[src/rtl/adc_seq_pkg.sv]
package adc_seq_pkg;

   // Trigger source index that carries the block's own completion flag
   localparam int SELF_SRC = 0;

   // Reason for a conversion launch in the current cycle
   typedef enum logic [1:0] {
      LAUNCH_NONE,
      LAUNCH_SW,
      LAUNCH_TRIG,
      LAUNCH_CHAIN
   } launch_e;

endpackage

[src/rtl/adc_prescale.sv]
module adc_prescale #(
   parameter int DIV_LOG2 = 6
) (
   input  logic clk,
   input  logic rst_n,
   input  logic restart,
   output logic tick
);

   if (DIV_LOG2 < 1 || DIV_LOG2 > 16) begin : g_bad_div
      $error("adc_prescale: DIV_LOG2 must lie in 1..16");
   end

   logic [DIV_LOG2-1:0] cnt;

   always_ff @(posedge clk or negedge rst_n) begin
      if (!rst_n)       cnt <= '0;
      else if (restart) cnt <= '0;
      else              cnt <= cnt + 1'b1;
   end

   // One tick per full wrap of the divider
   assign tick = &cnt;

   // a tick is never followed directly by another tick
   a_r2_tick_spacing: assert property (@(posedge clk) disable iff (!rst_n)
      tick |=> !tick);

endmodule

[src/rtl/adc_trig_edge.sv]
module adc_trig_edge #(
   parameter int SEL_W = 3
) (
   input  logic                    clk,
   input  logic                    rst_n,
   input  logic [(1<<SEL_W)-1:0]   src,
   input  logic [SEL_W-1:0]        sel,
   output logic                    rise
);

   if (SEL_W < 1 || SEL_W > 5) begin : g_bad_sel
      $error("adc_trig_edge: SEL_W must lie in 1..5");
   end

   logic cur;
   logic prev;

   assign cur = src[sel];

   always_ff @(posedge clk or negedge rst_n) begin
      if (!rst_n) prev <= 1'b0;
      else        prev <= cur;
   end

   assign rise = cur & ~prev;

   // a level held high yields one edge, never two in a row
   a_r7_single_edge: assert property (@(posedge clk) disable iff (!rst_n)
      rise |=> !rise);

endmodule

[src/rtl/adc_conv_timer.sv]
module adc_conv_timer #(
   parameter int CONV_TICKS = 13
) (
   input  logic clk,
   input  logic rst_n,
   input  logic launch,
   input  logic tick,
   output logic busy,
   output logic complete
);

   if (CONV_TICKS < 2) begin : g_bad_ticks
      $error("adc_conv_timer: CONV_TICKS must be at least 2");
   end

   localparam int CW = $clog2(CONV_TICKS);
   localparam logic [CW-1:0] LAST = CW'(CONV_TICKS - 1);

   logic [CW-1:0] cnt;

   assign complete = busy & tick & (cnt == LAST);

   always_ff @(posedge clk or negedge rst_n) begin
      if (!rst_n) begin
         busy <= 1'b0;
         cnt  <= '0;
      end else if (launch) begin
         busy <= 1'b1;
         cnt  <= '0;
      end else if (complete) begin
         busy <= 1'b0;
         cnt  <= '0;
      end else if (busy && tick) begin
         cnt  <= cnt + 1'b1;
      end
   end

   // the tick count never runs past the last period
   a_r2_count_bound: assert property (@(posedge clk) disable iff (!rst_n)
      busy |-> (cnt <= LAST));

   // launches arrive only while idle or on the completing cycle
   a_r11_launch_when_free: assert property (@(posedge clk) disable iff (!rst_n)
      launch |-> (!busy || complete));

endmodule

[src/rtl/adc_start_seq.sv]
module adc_start_seq
   import adc_seq_pkg::*;
#(
   parameter int DATA_W     = 10,
   parameter int CH_W       = 4,
   parameter int SEL_W      = 3,
   parameter int DIV_LOG2   = 7,
   parameter int CONV_TICKS = 13
) (
   input  logic                    clk,
   input  logic                    rst_n,
   input  logic                    start_wr,
   input  logic                    flag_clr_wr,
   input  logic                    auto_en,
   input  logic [SEL_W-1:0]        trig_sel,
   input  logic [(1<<SEL_W)-2:0]   ext_trig,
   input  logic [CH_W-1:0]         ch_req,
   input  logic [DATA_W-1:0]       sample_in,
   output logic                    busy,
   output logic                    done_flag,
   output logic [CH_W-1:0]         ch_active,
   output logic                    conv_done,
   output logic [DATA_W-1:0]       result
);

   localparam int N_SRC = 1 << SEL_W;

   if (DATA_W < 1 || CH_W < 1) begin : g_bad_width
      $error("adc_start_seq: DATA_W and CH_W must be positive");
   end

   // ---------------- trigger source vector ----------------
   logic [N_SRC-1:0] src;
   assign src[SELF_SRC] = done_flag;
   for (genvar gi = 1; gi < N_SRC; gi++) begin : g_src
      assign src[gi] = ext_trig[gi-1];
   end

   logic tick;
   logic rise;
   logic complete;
   logic launch;
   logic free_run;
   launch_e kind;

   adc_trig_edge #(.SEL_W(SEL_W)) u_edge (
      .clk   (clk),
      .rst_n (rst_n),
      .src   (src),
      .sel   (trig_sel),
      .rise  (rise)
   );

   adc_prescale #(.DIV_LOG2(DIV_LOG2)) u_pre (
      .clk     (clk),
      .rst_n   (rst_n),
      .restart (launch),
      .tick    (tick)
   );

   adc_conv_timer #(.CONV_TICKS(CONV_TICKS)) u_timer (
      .clk      (clk),
      .rst_n    (rst_n),
      .launch   (launch),
      .tick     (tick),
      .busy     (busy),
      .complete (complete)
   );

   // ---------------- launch arbitration ----------------
   assign free_run = auto_en && (trig_sel == SEL_W'(SELF_SRC));

   always_comb begin
      if (complete && free_run)         kind = LAUNCH_CHAIN;
      else if (!busy && start_wr)       kind = LAUNCH_SW;
      else if (!busy && auto_en && rise) kind = LAUNCH_TRIG;
      else                              kind = LAUNCH_NONE;
   end

   assign launch = (kind != LAUNCH_NONE);

   // ---------------- flag, strobe, result, channel ----------------
   always_ff @(posedge clk or negedge rst_n) begin
      if (!rst_n) begin
         done_flag <= 1'b0;
         conv_done <= 1'b0;
         result    <= '0;
         ch_active <= '0;
      end else begin
         conv_done <= complete;
         if (complete)         done_flag <= 1'b1;
         else if (flag_clr_wr) done_flag <= 1'b0;
         if (complete)         result <= sample_in;
         if (!busy || launch)  ch_active <= ch_req;
      end
   end

   // the strobe always coincides with a set flag
   a_r3_strobe_sets_flag: assert property (@(posedge clk) disable iff (!rst_n)
      conv_done |-> done_flag);

   // busy only drops together with the completion strobe
   a_r3_fall_with_strobe: assert property (@(posedge clk) disable iff (!rst_n)
      $fell(busy) |-> conv_done);

   // channel frozen inside a running conversion
   a_r4_channel_hold: assert property (@(posedge clk) disable iff (!rst_n)
      (busy && $past(busy) && !conv_done) |-> $stable(ch_active));

   // a clear without a coincident completion empties the flag
   a_r10_clear_takes: assert property (@(posedge clk) disable iff (!rst_n)
      (flag_clr_wr && !complete) |=> !done_flag);

   // idle with auto off and no start write stays idle
   a_r8_auto_off_idle: assert property (@(posedge clk) disable iff (!rst_n)
      (!busy && !start_wr && !auto_en) |=> !busy);

   // in free-running mode a completion restarts at once
   a_r9_chain_busy: assert property (@(posedge clk) disable iff (!rst_n)
      (complete && free_run) |=> busy);

endmodule

[config.mk]
export PLATFORM = sky130hd
export DESIGN_NAME = adc_start_seq
export DESIGN_NICKNAME = d
export VERILOG_FILES = /design/src/rtl/adc_seq_pkg.sv /design/src/rtl/adc_prescale.sv /design/src/rtl/adc_trig_edge.sv /design/src/rtl/adc_conv_timer.sv /design/src/rtl/adc_start_seq.sv
export SDC_FILE = /design/constraint.sdc
export NUM_CORES = 1
export LEC_CHECK = 0
export CAP_MARGIN = 20
export CELL_PAD_IN_SITES_DETAIL_PLACEMENT = 1
export CELL_PAD_IN_SITES_GLOBAL_PLACEMENT = 1
export CORE_ASPECT_RATIO = 1.5
export CORE_MARGIN = 4
export CORE_UTILIZATION = 34
export CTS_CLUSTER_DIAMETER = 80
export DETAILED_ROUTE_END_ITERATION = 10
export PLACE_DENSITY_LB_ADDON = 0.1
export SYNTH_ARGS = -nofsm -noshare
export SYNTH_HDL_FRONTEND = slang
export SYNTH_HIERARCHICAL = 1
export SYNTH_SLANG_ARGS = --single-unit
[constraint.sdc]
create_clock -name clk -period 2.9 [get_ports clk]
set_input_delay 0.87 -clock clk [delete_from_list [all_inputs] [get_ports clk]]
set_output_delay 0.87 -clock clk [all_outputs]
set_load 0.01 [all_outputs]
==> metrics.log <==
INFO  metric layout.cell_area.non_filler = 1870 um^2
INFO  metric worstSkewPairLatency = 0.27 ns
INFO  metric power.share.switching = 31.8%
INFO  metric placementRows = 27
INFO  metric crit_path_max_fanout = 12
INFO  metric worst_slew_margin_rel = 68.7%
INFO  metric power.switching = 424 uW
INFO  metric first_pass_grt_wire_length = 5400 um
INFO  metric netlist_area = 1270 um^2
INFO  metric finalWeightedCongestion = 0.856
INFO  metric tritoncts = built
INFO  metric num_io_pins = 46
INFO  metric finalSetupViolCount = 0
INFO  metric die_area = 4810 um^2
INFO  metric floorplan.initialDensity = 34.9%
INFO  metric timing.hold.worst.class = register to register
INFO  metric overall_track_demand_over_capacity_in_global_routing = 14.6%
INFO  metric detail_route.first_pass.iterations = 4
INFO  metric share_comb_of_total_power = 30.1%
INFO  metric cp.arrival = 2.67 ns
INFO  metric hpwl = 2490 um
INFO  metric total_count_of_max_transition_violations_in_the_final_report = 0
INFO  metric fmax = 397 MHz
INFO  metric filler_cell_count = 419
INFO  metric num_vias = 1011
INFO  metric hold_path.startpoint = u_pre/cnt[0]$_DFF_PN0_
INFO  metric chipWidth = 58.0 um
INFO  metric outcome = finished clean
INFO  metric synth.yosys.seq_area_share = 57.0%
INFO  metric cts_buffers = 5
INFO  metric timing_hold_violations_final = 0
INFO  metric power.leakage = 0.000822 uW
INFO  metric min_to = u_pre/cnt[0]$_DFF_PN0_
INFO  metric wl_per_cell = 16.0 um
INFO  metric finish.net_count = 188
INFO  metric area_growth = 47.1%
INFO  metric floorplan.core_area = 3650 um^2
INFO  metric clock_tree_buf_depth = 2
INFO  metric maximum_number_of_pins_on_one_net_before_global_route_repair = 30
INFO  metric vias_in_the_first_global_route = 1127
INFO  metric tritoncts_num_sinks = 29
INFO  metric pwrdens = 710 nW/um^2
INFO  metric post-route-period-util = 86.8%
INFO  metric yosys_warnings = 6
INFO  metric route.final.wire_length = 3200 um
INFO  metric synth_cells = 103
INFO  metric htree_num_levels = 2
INFO  metric fin_ws = 0.382 ns
INFO  metric synth_area_per_cell = 12.4 um^2
INFO  metric critPathLaunchType = primary input
INFO  metric antenna-diode-count = 0
INFO  metric reg2reg_depth = 8
INFO  metric clockPowerShare = 23.2%
INFO  metric r2r_setup_slack = 0.42 ns
INFO  metric clk_pin_slew_worst_paths = 0.06 ns
INFO  metric grt_antenna_before_repair = 0
INFO  metric cts.repair_timing.setup_buffer_count = 0
INFO  metric timing.clock.skew = 0.00836 ns
INFO  metric final_layout_size_suffix_gt1_share = 16.6%
INFO  metric power.internal = 907 uW
INFO  metric drt_iter0_markers = 40
INFO  metric crit-reg2reg-launch = u_pre/cnt[0]$_DFF_PN0_
INFO  metric antenna_violating_nets_left = 0
INFO  metric clockRootBuffer = sky130_fd_sc_hd__clkbuf_8
INFO  metric finalWorstPathRequiredPeriod = 2.52 ns
INFO  metric cells_resized_by_post_cts_repair = 0
INFO  metric seq_power_share = 46.7%
INFO  metric globalRoute.totalOverflow = 0
INFO  metric final_core_utilization = 51.3%
INFO  metric setup_total_negative_slack = 0 ns
INFO  metric critPathCaptureType = register
INFO  metric worst_ir_drop_vdd = 0.382 mV
INFO  metric power.total = 1330 uW
INFO  metric crit_required = 3.05 ns
INFO  metric via_per_inst = 5.06
INFO  metric drt_drc_violations_left = 0
INFO  metric hold_path_depth = 1
INFO  metric worstSetupPathType = primary input to register
INFO  metric grt_setup_unrepaired = no
INFO  metric die_height = 83.0 um
INFO  metric yosysUniqueCellTypes = 30
INFO  metric syn_nets = 135
INFO  metric place_ws = 0.0824 ns
INFO  metric hold_buffers = 0
INFO  metric timing.rr.end = ch_active[2]$_DFFE_PN0P_
INFO  metric portBuffers = 45
INFO  metric maximum_capacitance_violations = 0
INFO  metric flops_latches_synth = 29
INFO  metric placement.cell_area = 1790 um^2
INFO  metric slew_at_the_pin_closest_to_its_max_slew_limit = 0.466 ns
registers in the layout (all words and copies together) (netlist names):
register / flops
done_flag: 1
u_timer/busy: 1
result: 10
u_timer/cnt: 4
u_edge/prev: 1
u_pre/cnt: 7
conv_done: 1
ch_active: 4
worst max-delay path by stage:
stage	cells after the start	to	slack, ns	startpoint
after floorplan	7	u_pre/cnt[2]$_DFF_PN0_	0.43	trig_sel[0]
after global placement	8	u_timer/cnt[3]$_DFFE_PN0P_	0.17	trig_sel[0]
after detailed placement	8	u_pre/cnt[4]$_DFF_PN0_	0.08	trig_sel[0]
after CTS	8	u_pre/cnt[1]$_DFF_PN0_	0.36	trig_sel[0]
after global routing	8	ch_active[2]$_DFFE_PN0P_	0.18	u_pre/cnt[0]$_DFF_PN0_
final	8	u_pre/cnt[1]$_DFF_PN0_	0.38	trig_sel[0]
through the flow:
stage	cells	hold WS [ns]
after floorplan	103	0.453
after global placement	192	0.471
after detailed placement	192	0.488
after CTS	200	0.496
after global routing	200	0.507
final	200	0.487
cell usage after synthesis:
| cell | count | share of area [%] |
|---|---|---|
| sky130_fd_sc_hd__xnor2_1 | 1 | 0.69 |
| sky130_fd_sc_hd__inv_2 | 1 | 0.29 |
| sky130_fd_sc_hd__o21ai_0 | 5 | 2.0 |
| sky130_fd_sc_hd__clkbuf_2 | 1 | 0.39 |
| sky130_fd_sc_hd__nor2_1 | 5 | 1.5 |
| sky130_fd_sc_hd__buf_2 | 1 | 0.39 |
| sky130_fd_sc_hd__or4_1 | 1 | 0.59 |
| sky130_fd_sc_hd__xor2_1 | 2 | 1.4 |
| sky130_fd_sc_hd__nand2_1 | 5 | 1.5 |
| sky130_fd_sc_hd__mux2_2 | 10 | 8.8 |
| sky130_fd_sc_hd__nand4bb_1 | 1 | 0.88 |
| sky130_fd_sc_hd__o21ai_2 | 1 | 0.69 |
| sky130_fd_sc_hd__nor2b_1 | 1 | 0.49 |
| sky130_fd_sc_hd__a21o_1 | 1 | 0.59 |
| sky130_fd_sc_hd__nor3_1 | 1 | 0.39 |
| sky130_fd_sc_hd__or3_1 | 2 | 0.98 |
| sky130_fd_sc_hd__mux2_1 | 4 | 3.5 |
| sky130_fd_sc_hd__ha_1 | 3 | 2.9 |
| sky130_fd_sc_hd__nand3_1 | 4 | 1.6 |
| sky130_fd_sc_hd__nand2b_1 | 1 | 0.49 |
| sky130_fd_sc_hd__o22ai_1 | 1 | 0.49 |
| sky130_fd_sc_hd__nand4b_1 | 1 | 0.69 |
| sky130_fd_sc_hd__inv_1 | 4 | 1.2 |
| sky130_fd_sc_hd__mux4_2 | 1 | 1.8 |
| sky130_fd_sc_hd__nor2_2 | 1 | 0.49 |
| sky130_fd_sc_hd__a21oi_1 | 9 | 3.5 |
| sky130_fd_sc_hd__a311o_2 | 1 | 0.88 |
| sky130_fd_sc_hd__mux2i_1 | 4 | 3.1 |
| sky130_fd_sc_hd__nand3_2 | 1 | 0.79 |
| sky130_fd_sc_hd__dfrtp_1 | 29 | 57 |
cells in the final DEF, fill, tap and decap left out, types with 5 or more instances in the layout:
cell,synthesis,final
sky130_fd_sc_hd__clkdlybuf4s50_1,0,45
sky130_fd_sc_hd__dfrtp_1,29,29
sky130_fd_sc_hd__mux2_2,10,10
sky130_fd_sc_hd__a21oi_1,9,9
sky130_fd_sc_hd__clkbuf_8,0,5
sky130_fd_sc_hd__nand2_1,5,5
sky130_fd_sc_hd__o21ai_0,5,5
sky130_fd_sc_hd__nor2_1,5,5
cells by family after synthesis:
group | Yosys count | share of synthesized area (%)
adders and majority gates | 3 | 2.95
and+or+nand+nor | 24 | 10.3
AOI/OAI and AO/OA | 18 | 8.15
muxes | 19 | 17.3
xor gates and xnor gates | 3 | 2.06
DFF | 29 | 57.0
buffers and inverters | 7 | 2.26
power by group through the flow:
stage	combinational [uW]	sequential, uW	clock [uW]
floorplan	207	622	0
global placement	385	616	0
detailed placement	405	629	0
CTS	409	621	322
global route	441	639	342
finish	401	621	309
critical path, stage by stage:
cell and delay (ns):
sky130_fd_sc_hd__clkdlybuf4s50_1 0.61, sky130_fd_sc_hd__mux2i_1 0.13, sky130_fd_sc_hd__mux4_2 0.50, sky130_fd_sc_hd__nor2_2 0.09, sky130_fd_sc_hd__a21oi_1 0.07, sky130_fd_sc_hd__o22ai_1 0.13, sky130_fd_sc_hd__buf_4 0.21, sky130_fd_sc_hd__nor2b_1 0.07
cell type report:
class,instances,area [um^2],area share [%]
Clock inverter,2,10.0,0.534
Tap cell,43,53.8,2.87
Inverter,5,18.8,1.00
Clock buffer,6,72.6,3.87
Timing Repair Buffer,48,473,25.3
Sequential cell,29,726,38.7
Multi-Input combinational cell,67,519,27.7
metal layers:
| metal | vias to the layer above | global-route usage, % | share of wire, % |
|---|---|---|---|
| li1 | 469 | - | - |
| met1 | 505 | 15.4 | 39 |
| met2 | 33 | 26.2 | 54 |
| met3 | 4 | 4.98 | 6.4 |
| met4 | 0 | 5.06 | 0.94 |
| met5 | - | 0 | 0 |
(Power assumes the default switching activity.)
